$ cat config.mk
export PLATFORM = sky130hd
export DESIGN_NAME = ptr_agu
export DESIGN_NICKNAME = d
export VERILOG_FILES = /design/src/rtl/agu_pkg.sv /design/src/rtl/agu_pointer_math.sv /design/src/rtl/agu_region_map.sv /design/src/rtl/agu_pair_index.sv /design/src/rtl/ptr_agu.sv
export SDC_FILE = /design/constraint.sdc
export NUM_CORES = 1
export LEC_CHECK = 0
export CAP_MARGIN = 40
export CORE_MARGIN = 1
export CORE_UTILIZATION = 45
export DETAILED_ROUTE_END_ITERATION = 8
export PLACE_DENSITY = 0.72
export SYNTH_ARGS = -nofsm -noshare
export SYNTH_HDL_FRONTEND = slang
export SYNTH_SLANG_ARGS = --single-unit
$ cat constraint.sdc
create_clock -name clk -period 1.8 [get_ports clk]
set_input_delay 0.45 -clock clk [delete_from_list [all_inputs] [get_ports clk]]
set_output_delay 0.45 -clock clk [all_outputs]
set_load 0.02 [all_outputs]
$ cat src/rtl/agu_pkg.sv
package agu_pkg;

    typedef enum logic [2:0] {
        AM_IND        = 3'd0,
        AM_POSTINC    = 3'd1,
        AM_PREDEC     = 3'd2,
        AM_DISP       = 3'd3,
        AM_PM_READ    = 3'd4,
        AM_PM_POSTINC = 3'd5,
        AM_SPARE6     = 3'd6,
        AM_SPARE7     = 3'd7
    } amode_t;

    typedef enum logic [1:0] {
        RG_REGFILE = 2'd0,
        RG_IO      = 2'd1,
        RG_RAM     = 2'd2,
        RG_PROG    = 2'd3
    } region_t;

    typedef enum logic {
        ST_IDLE  = 1'b0,
        ST_ISSUE = 1'b1
    } agu_state_t;

    function automatic logic is_pm_mode(input amode_t m);
        return (m == AM_PM_READ) || (m == AM_PM_POSTINC);
    endfunction

endpackage

$ cat src/rtl/agu_pointer_math.sv
module agu_pointer_math
    import agu_pkg::*;
#(
    parameter int AW = 16,
    parameter int QW = 6
) (
    input  amode_t          mode,
    input  logic [AW-1:0]   ptr,
    input  logic [QW-1:0]   disp,
    output logic [AW-1:0]   addr,
    output logic [AW-1:0]   next_ptr,
    output logic            wb_req
);

    logic [AW-1:0] inc_val;
    logic [AW-1:0] dec_val;
    logic [AW-1:0] off_val;

    assign inc_val = ptr + AW'(1);
    assign dec_val = ptr - AW'(1);
    assign off_val = ptr + AW'(disp);

    always_comb begin
        addr     = ptr;
        next_ptr = ptr;
        wb_req   = 1'b0;
        unique case (mode)
            AM_POSTINC, AM_PM_POSTINC: begin
                next_ptr = inc_val;
                wb_req   = 1'b1;
            end
            AM_PREDEC: begin
                addr     = dec_val;
                next_ptr = dec_val;
                wb_req   = 1'b1;
            end
            AM_DISP: begin
                addr = off_val;
            end
            AM_IND, AM_PM_READ, AM_SPARE6, AM_SPARE7: begin
                addr = ptr;
            end
        endcase
    end

endmodule

$ cat src/rtl/agu_region_map.sv
module agu_region_map
    import agu_pkg::*;
#(
    parameter int AW      = 16,
    parameter int RF_SIZE = 32,
    parameter int IO_SIZE = 64
) (
    input  logic [AW-1:0] addr,
    input  logic          pm_access,
    output region_t       region
);

    localparam logic [AW-1:0] IO_START  = AW'(RF_SIZE);
    localparam logic [AW-1:0] RAM_START = AW'(RF_SIZE + IO_SIZE);

    always_comb begin
        if (pm_access) begin
            region = RG_PROG;
        end else if (addr < IO_START) begin
            region = RG_REGFILE;
        end else if (addr < RAM_START) begin
            region = RG_IO;
        end else begin
            region = RG_RAM;
        end
    end

endmodule

$ cat src/rtl/agu_pair_index.sv
module agu_pair_index
    import agu_pkg::*;
#(
    parameter int IW       = 5,
    parameter int PTR_BASE = 26
) (
    input  logic [1:0]    sel,
    input  logic          pm_access,
    output logic [IW-1:0] lo_idx,
    output logic [IW-1:0] hi_idx
);

    localparam logic [1:0] SEL_TOP = 2'd2;

    logic [1:0] sel_eff;

    always_comb begin
        if (pm_access || (sel > SEL_TOP)) begin
            sel_eff = SEL_TOP;
        end else begin
            sel_eff = sel;
        end
    end

    assign lo_idx = IW'(PTR_BASE) + IW'({sel_eff, 1'b0});
    assign hi_idx = lo_idx + IW'(1);

endmodule

$ cat src/rtl/ptr_agu.sv
module ptr_agu
    import agu_pkg::*;
#(
    parameter int AW       = 16,
    parameter int QW       = 6,
    parameter int NREGS    = 32,
    parameter int RF_SIZE  = 32,
    parameter int IO_SIZE  = 64,
    parameter int PTR_BASE = 26,
    localparam int IW      = $clog2(NREGS),
    localparam int BW      = AW / 2
) (
    input  logic          clk,
    input  logic          rst_n,
    input  logic          req,
    input  logic [2:0]    mode,
    input  logic [1:0]    ptr_sel,
    input  logic [QW-1:0] disp,
    input  logic [AW-1:0] ptr_val,
    output logic          out_valid,
    output logic [AW-1:0] ea,
    output logic [1:0]    region,
    output logic [AW-2:0] pm_word,
    output logic          pm_hi_byte,
    output logic [AW-1:0] wb_data,
    output logic          wb_lo_en,
    output logic          wb_hi_en,
    output logic [IW-1:0] wb_lo_idx,
    output logic [IW-1:0] wb_hi_idx
);

    agu_state_t    state_q;
    agu_state_t    state_d;
    amode_t        mode_e;
    logic          pm_access;
    logic [AW-1:0] addr_c;
    logic [AW-1:0] next_c;
    logic          wb_req_c;
    region_t       region_c;
    logic [IW-1:0] lo_idx_c;
    logic [IW-1:0] hi_idx_c;
    logic          hi_change_c;

    assign mode_e    = amode_t'(mode);
    assign pm_access = is_pm_mode(mode_e);

    agu_pointer_math #(.AW(AW), .QW(QW)) u_math (
        .mode     (mode_e),
        .ptr      (ptr_val),
        .disp     (disp),
        .addr     (addr_c),
        .next_ptr (next_c),
        .wb_req   (wb_req_c)
    );

    agu_region_map #(.AW(AW), .RF_SIZE(RF_SIZE), .IO_SIZE(IO_SIZE)) u_region (
        .addr      (addr_c),
        .pm_access (pm_access),
        .region    (region_c)
    );

    agu_pair_index #(.IW(IW), .PTR_BASE(PTR_BASE)) u_index (
        .sel       (ptr_sel),
        .pm_access (pm_access),
        .lo_idx    (lo_idx_c),
        .hi_idx    (hi_idx_c)
    );

    assign hi_change_c = wb_req_c && (next_c[AW-1:BW] != ptr_val[AW-1:BW]);

    // next-state selection: GO, REPEAT, DRAIN
    always_comb begin
        state_d = state_q;
        unique case (state_q)
            ST_IDLE:  if (req)  state_d = ST_ISSUE;
            ST_ISSUE: if (!req) state_d = ST_IDLE;
        endcase
    end

    always_ff @(posedge clk or negedge rst_n) begin
        if (!rst_n) begin
            state_q <= ST_IDLE;
        end else begin
            state_q <= state_d;
        end
    end

    always_ff @(posedge clk or negedge rst_n) begin
        if (!rst_n) begin
            ea         <= '0;
            region     <= RG_REGFILE;
            pm_word    <= '0;
            pm_hi_byte <= 1'b0;
            wb_data    <= '0;
            wb_lo_en   <= 1'b0;
            wb_hi_en   <= 1'b0;
            wb_lo_idx  <= '0;
            wb_hi_idx  <= '0;
        end else begin
            wb_lo_en <= req && wb_req_c;
            wb_hi_en <= req && hi_change_c;
            if (req) begin
                ea         <= addr_c;
                region     <= region_c;
                pm_word    <= addr_c[AW-1:1];
                pm_hi_byte <= addr_c[0];
                wb_data    <= next_c;
                wb_lo_idx  <= lo_idx_c;
                wb_hi_idx  <= hi_idx_c;
            end
        end
    end

    assign out_valid = (state_q == ST_ISSUE);

endmodule

### Word-level counts from Yosys, hierarchy flattened

Index checks and enable logic that the tools add are counted.
W data, S select, Z words.

| operators by class | value |
|---|---|
| reductions and logical operators | 7 |
| eq/ne operators | 6 |
| order comparisons | 3 |
| mux-type cells | 8 |
| add/sub/neg operators | 5 |

Operator list:

| operator | number |
|---|---|
| $pmux W16 S2 | 2 |
| $add A16 B1 Y16 const B | 1 |
| $add A16 B6 Y16 | 1 |
| $lt A16 B6 Y1 const B | 1 |
| $lt A16 B7 Y1 const B | 1 |
| $sub A16 B1 Y16 const B | 1 |
| $mux W2 | 4 |
| $ne A8 B8 Y1 | 1 |
| $eq A3 B2 Y1 const B | 2 |
| $eq A3 B3 Y1 const B | 2 |
| $add A4 B4 Y5 const A | 1 |
| $add A5 B1 Y5 const B | 1 |
| $eq A3 B1 Y1 const B | 1 |
| $logic_and A1 B1 Y1 | 3 |
| $reduce_or A3 Y1 | 1 |
| $gt A2 B2 Y1 const B | 1 |
| $logic_or A1 B1 Y1 | 2 |
| $mux W1 | 2 |
| $reduce_or A2 Y1 | 1 |

| word-level totals | value |
|---|---|
| register bits after elaboration | 63 |
| bits of input ports | 30 |
| word-level logic and storage cells | 39 |
| output and inout port bits | 63 |

### Depth between registers and ports, before layout

| logic depth | value |
|---|---|
| word-level depth | 6 |
| mapped depth | 10 |
| mapped depth without buffers | 10 |

### Cells and area by module

From an unflattened synthesis, not the netlist that was laid out.

| unflattened totals | value |
|---|---|
| cell total of the unflattened synthesis | 337 |
| area, all modules | 3562.2 µm² |

Modules (own cells, without submodules):

| module | seq. area each (µm²) | cells each | times used | area each (µm²) |
|---|---|---|---|---|
| ptr_agu | 1176.1 | 125 | 1 | 2137.0 |
| agu_pointer_math | 0.0 | 191 | 1 | 1266.2 |
| agu_pair_index | 0.0 | 14 | 1 | 98.8 |
| agu_region_map | 0.0 | 7 | 1 | 60.1 |

### Least setup slack after synthesis

Ideal clock, no wire load.

| path | value |
|---|---|
| kind | input -> register |
| start point | input port disp[0] |
| end point | register region[1] |
| library setup time | 126 ps |
| arrival time | 2419 ps |
| buffers on the path | 0 |
| slack | -745 ps |
| stages | 10 |
| data required time | 1674 ps |
| cell sequence | ha_1 > inv_1 > fa_1 > nor2b_1 > o21ai_1 > a311oi_1 > xor2_1 > a211oi_2 > nand4_1 > o32a_1 |

| between the ends | value |
|---|---|
| longest elaborated chain between the ends | 6 |
| elaborated cells between the ends (all ways) | 7 |
| those cells by class | 1 x add/sub; 2 x order compare; 4 x mux |

Ends and longest elaborated chain:

| item | RTL line | text |
|---|---|---|
| from (decl) | ptr_agu.sv:18 | `input logic [QW-1:0] disp,` |
| $add A16 B6 Y16 (*) | agu_pointer_math.sv:21 | `assign off_val = ptr + AW'(disp);` |
| $pmux W16 S2 (*) | agu_pointer_math.sv:27 | `unique case (mode)` |
| $lt A16 B7 Y1 | agu_region_map.sv:21 | `end else if (addr < RAM_START) begin` |
| $mux W2 | agu_region_map.sv:21 |  |
| $mux W2 (*) | agu_region_map.sv:19 | `end else if (addr < IO_START) begin` |
| $mux W2 (*) | agu_region_map.sv:17 | `if (pm_access) begin` |
| to (signal assigned) | ptr_agu.sv:104 | `region <= region_c;` |
| to (decl) | ptr_agu.sv:22 | `output logic [1:0] region,` |

Mark *: on every way between the ends. The rest lies on a longest branch, timed or not.
A chain may end at the register's enable or synchronous reset.

### Final worst setup path

| path | value |
|---|---|
| start point | input port ptr_val[8] |
| end point | register region[1] |

| between the ends | value |
|---|---|
| longest elaborated chain between the ends | 6 |
| elaborated cells between the ends (all ways) | 8 |
| those cells by class | 2 x add/sub; 2 x order compare; 4 x mux |

Ends and longest elaborated chain:

| item | RTL line | text |
|---|---|---|
| from (decl) | ptr_agu.sv:19 | `input logic [AW-1:0] ptr_val,` |
| $add A16 B6 Y16 or $sub A16 B1 Y16 (tied branches) | agu_pointer_math.sv:21, agu_pointer_math.sv:20 |  |
| $pmux W16 S2 (*) | agu_pointer_math.sv:27 |  |
| $lt A16 B7 Y1 | agu_region_map.sv:21 |  |
| $mux W2 | agu_region_map.sv:21 |  |
| $mux W2 (*) | agu_region_map.sv:19 |  |
| $mux W2 (*) | agu_region_map.sv:17 |  |

Marks and branches as above.

==> PnR_summary.wiki <==
{| class="wikitable"
! Metric !! Value
|-
| Worst slew margin relative to its limit || 64.4%
|-
| Cell type contributing the most total cell area after synthesis || sky130_fd_sc_hd__dfrtp_1
|-
| Number of antenna violations at the first check in global routing || 0
|-
| Core Box Area || 7210 um2
|-
| Worst IR Drop VDD || 0.433 mV
|-
| CTS tree || done
|-
| Overall power after layout || 3.19 mW
|-
| Sequential area share after synthesis || 30.7%
|-
| Quantity of I/O buffers inserted on ports || 91
|-
| Final Net Count || 625
|-
| Maximum number of pins on one net before global-route repair || 42
|-
| Die Width || 88.1 um
|-
| Pleak || 2.53 nW
|-
| Clk buf depth || 2
|-
| Cell Rows || 31
|-
| Post-route minimum period || 2340 ps
|-
| Instance count after placement with tap cells included || 651
|-
| Routability congestion estimate || 0.956
|-
| Number of warnings printed during yosys synthesis || 0
|-
| Post-synthesis cell count || 397
|-
| PwrDens || 540 nW/um2
|-
| Violated checks || setup timing
|-
| Synthesized-area fraction occupied by ao, oa, aoi and oai cells || 18.8%
|-
| Detailed placement HPWL || 8.71 mm
|-
| Adder-cell area share of the yosys netlist || 3.97%
|-
| Yosys top cell area share || 30.7%
|-
| GRT Overall Usage || 30.2%
|-
| Latest clock arrival within the worst-skew pair || 290 ps
|-
| Number of enable-type register cells in the synthesized netlist || 0
|-
| Synthesis-to-layout area growth || 76.7%
|-
| Clk pin slew, worst setup/hold paths || 90 ps
|-
| Starting utilization of the core area || 46.3%
|-
| Average routed wire per standard cell || 17.3 um
|-
| Largest family of logic cells by synthesized area || simple AND/OR/NAND/NOR gates
|-
| Crit start category || input port
|-
| Endpoint required time on the critical path || 2000 ps
|-
| Class of the most critical setup path || in -> reg
|-
| Setup repair after global routing missed its margin || true
|-
| Final count of hold timing violations || 0
|-
| Net count after synthesis || 437
|-
| Detailed-routing iteration count for the pre-antenna-repair pass || 7
|-
| Portion of the clock cycle consumed by the worst path in the final layout || 130%
|-
| Antenna-violating nets left || 0
|-
| DIE HEIGHT || 88.1 um
|-
| Max-capacitance violation count || 0
|-
| Detailed-route vias per instance || 5.61
|-
| Master cell of the clock root buffer || sky130_fd_sc_hd__clkbuf_8
|-
| Synthesis-stage register bit count || 41
|-
| Number of global-route vias before repair || 3781
|-
| Die ar. || 7770 um2
|-
| Routed via count || 3838
|-
| Worst-case clock skew || 0 ps
|-
| I/O pins || 93
|-
| Highest Clock Rate || 427 MHz
|-
| Xor-xnor portion of the synthesized cell area || 5.25%
|-
| Global-route wire length before repair || 18.0 mm
|-
| Aggregate routed wire length || 11.9 mm
|-
| Worst EP arrival || 2540 ps
|-
| Area of the mapped netlist || 3340 um2
|-
| Layout cell share with drive strength beyond 1 || 47.4%
|-
| Biggest area contributors in the synthesized netlist || sky130_fd_sc_hd__dfrtp_1 31%, sky130_fd_sc_hd__mux2_2 5.7%, sky130_fd_sc_hd__buf_4 4.9%, sky130_fd_sc_hd__nor2_1 4.6%, sky130_fd_sc_hd__a21oi_1 4.3%
|-
| Synth Area in Simple Gates || 24.2%
|-
| Most used DFF post-synth || sky130_fd_sc_hd__dfrtp_1
|-
| Layout Cells excl Fill || 684
|-
| Mean instance size in the synthesized netlist || 8.41 um2
|-
| Run status || finished with violations
|-
| Antenna Cells || 0
|-
| Fill cells || 461
|-
| Fraction of registers with async set or reset after synthesis || 100%
|-
| Initial detailed-routing violation count || 325
|-
| Fraction of synthesized area in multiplexers || 6.93%
|-
| Number of setup violations in the final report || 20
|-
| Summed negative setup slack over all endpoints || -3640 ps
|-
| DRC viols || 0
|-
| Transition time of the tightest slew-check pin || 534 ps
|-
| Count of different cell masters after synthesis || 62
|-
| Worst hold path type || in -> async
|-
| Count of final max-slew check failures || 0
|-
| Level count of the clock H-tree || 2
|-
| TritonCTS buffer count || 5
|-
| Minimum hold slack || 200 ps
|-
| Max Fanout on Critical Path || 6
|-
| Worst setup slack after layout || -541 ps
|-
| Total overflow reported by the global router || 0
|-
| Kind of end point of the critical path || register
|-
| Clk sinks || 41
|}
==> power breakdown <==
part | internal, mW | switching (mW) | total, mW
combinational | 0.745 | 0.715 | 1.46
sequential | 1.02 | 0.0605 | 1.08
clock | 0.304 | 0.346 | 0.650
total | 2.07 | 1.12 | 3.19
==> per-stage QoR <==
step	instance area [um2]	utilization [%]	setup slack (ps)
after floorplan	3510	-	-685
after global placement	5100	70.7	-1270
after detailed placement	5100	70.7	-1350
after CTS	5570	77.2	-515
after global routing	5900	81.8	-592
final	5900	81.8	-541
==> timing repair <==
action	4_1_cts	5_1_grt
setup buffers	15	14
endpoints found under the setup margin	36	36
gates resized for setup	153	68
endpoints found under the hold margin	0	0
pin swaps	45	47
hold buffers	0	0
==> kinds of logic (layout without fill, tap and decap cells) <==
family | count (synthesis) | in the layout
AOI/OAI and AO/OA | 96 | 96
xor gates and xnor gates | 20 | 20
adders and majority gates | 10 | 10
buffers and inverters | 62 | 250
DFF | 41 | 41
muxes | 21 | 21
other | 1 | 1
and+or+nand+nor | 146 | 146
==> layout make-up <==
cell class | count | area [um2] | share of cell area (%)
well taps | 99 | 124 | 2.10
clock inverters | 1 | 7.51 | 0.127
clock buffers | 6 | 82.6 | 1.40
inverters | 13 | 48.8 | 0.827
multi-input cells | 294 | 2560 | 43.4
flip-flops and latches | 41 | 1030 | 17.4
repair buffers | 230 | 2050 | 34.8
==> registers in the layout (all words and copies together) (netlist names) <==
register	count
region	2
ea	16
out_valid	1
wb_hi_en	1
wb_hi_idx	4
wb_lo_en	1
wb_data	16
==> cells in the final DEF, fill, tap and decap left out, types with 5 or more instances in the layout <==
master and instances:
sky130_fd_sc_hd__a211oi_2 6, sky130_fd_sc_hd__a21oi_1 18, sky130_fd_sc_hd__a21oi_2 7, sky130_fd_sc_hd__and3_1 6, sky130_fd_sc_hd__buf_2 6, sky130_fd_sc_hd__buf_4 117, sky130_fd_sc_hd__buf_6 29, sky130_fd_sc_hd__buf_8 6
sky130_fd_sc_hd__clkbuf_8 6, sky130_fd_sc_hd__clkdlybuf4s50_1 62, sky130_fd_sc_hd__dfrtp_1 41, sky130_fd_sc_hd__dlymetal6s2s_1 5, sky130_fd_sc_hd__ha_4 6, sky130_fd_sc_hd__inv_1 11, sky130_fd_sc_hd__mux2_2 11, sky130_fd_sc_hd__mux2_4 6
sky130_fd_sc_hd__nand2_1 16, sky130_fd_sc_hd__nand3_1 7, sky130_fd_sc_hd__nand3_2 5, sky130_fd_sc_hd__nand4_1 6, sky130_fd_sc_hd__nor2_1 36, sky130_fd_sc_hd__o21ai_0 7, sky130_fd_sc_hd__o21ai_1 5, sky130_fd_sc_hd__or3_4 5
sky130_fd_sc_hd__xnor2_1 12, sky130_fd_sc_hd__xor2_1 6
==> cells in the mapped netlist, types with 3 or more instances <==
cell type	number
sky130_fd_sc_hd__nor2b_1	6
sky130_fd_sc_hd__nor3_1	7
sky130_fd_sc_hd__nand3_1	13
sky130_fd_sc_hd__buf_2	3
sky130_fd_sc_hd__nand4_1	6
sky130_fd_sc_hd__inv_1	13
sky130_fd_sc_hd__a31oi_1	6
sky130_fd_sc_hd__a221oi_1	3
sky130_fd_sc_hd__nand2_1	19
sky130_fd_sc_hd__and3_1	8
sky130_fd_sc_hd__buf_4	22
sky130_fd_sc_hd__o21ai_0	10
sky130_fd_sc_hd__dfrtp_1	41
sky130_fd_sc_hd__a22oi_1	3
sky130_fd_sc_hd__nand2b_1	6
sky130_fd_sc_hd__o211ai_1	3
sky130_fd_sc_hd__nor2_1	41
sky130_fd_sc_hd__xor2_1	6
sky130_fd_sc_hd__a211oi_1	9
sky130_fd_sc_hd__mux2i_1	4
sky130_fd_sc_hd__o21ai_1	7
sky130_fd_sc_hd__a21oi_1	29
sky130_fd_sc_hd__xnor2_1	14
sky130_fd_sc_hd__o21a_1	3
sky130_fd_sc_hd__o31ai_1	3
sky130_fd_sc_hd__and4_1	5
sky130_fd_sc_hd__mux2_2	17
sky130_fd_sc_hd__and2_1	5
sky130_fd_sc_hd__or2_2	4
sky130_fd_sc_hd__nor4_1	4
sky130_fd_sc_hd__or3_1	6
sky130_fd_sc_hd__clkbuf_1	21
sky130_fd_sc_hd__ha_1	9
==> metal layers <==
layer / track usage, % / vias up / wire [um]
li1: - / 1786 / -
met1: 34.8 / 1842 / 4660
met2: 56.0 / 167 / 6040
met3: 3.68 / 43 / 633
met4: 13.5 / 0 / 527
met5: 0 / - / 0
==> critical path, stage by stage <==
cell	delay, ps
sky130_fd_sc_hd__buf_6	100
sky130_fd_sc_hd__or4_4	540
sky130_fd_sc_hd__nor4_4	160
sky130_fd_sc_hd__buf_6	170
sky130_fd_sc_hd__nand2_2	60
sky130_fd_sc_hd__a311oi_2	320
sky130_fd_sc_hd__and4_1	270
sky130_fd_sc_hd__nand4_1	120
sky130_fd_sc_hd__o32a_1	350
==> worst paths after layout <==
path / from / end / slack (ps) / cells after the start
min: rst_n / ea[4] / 200 / 2
min in group clk: ptr_val[1] / ea[1] / 420 / 3
max: ptr_val[8] / region[1] / -540 / 9
min reg2reg: wb_hi_idx[0] / wb_hi_idx[0] / 470 / 1
max in group asynchronous: rst_n / wb_data[8] / 1210 / 2
max reg2reg: region[0] / region[0] / 1010 / 2
No activity file was read; power rests on OpenSTA's default activity.
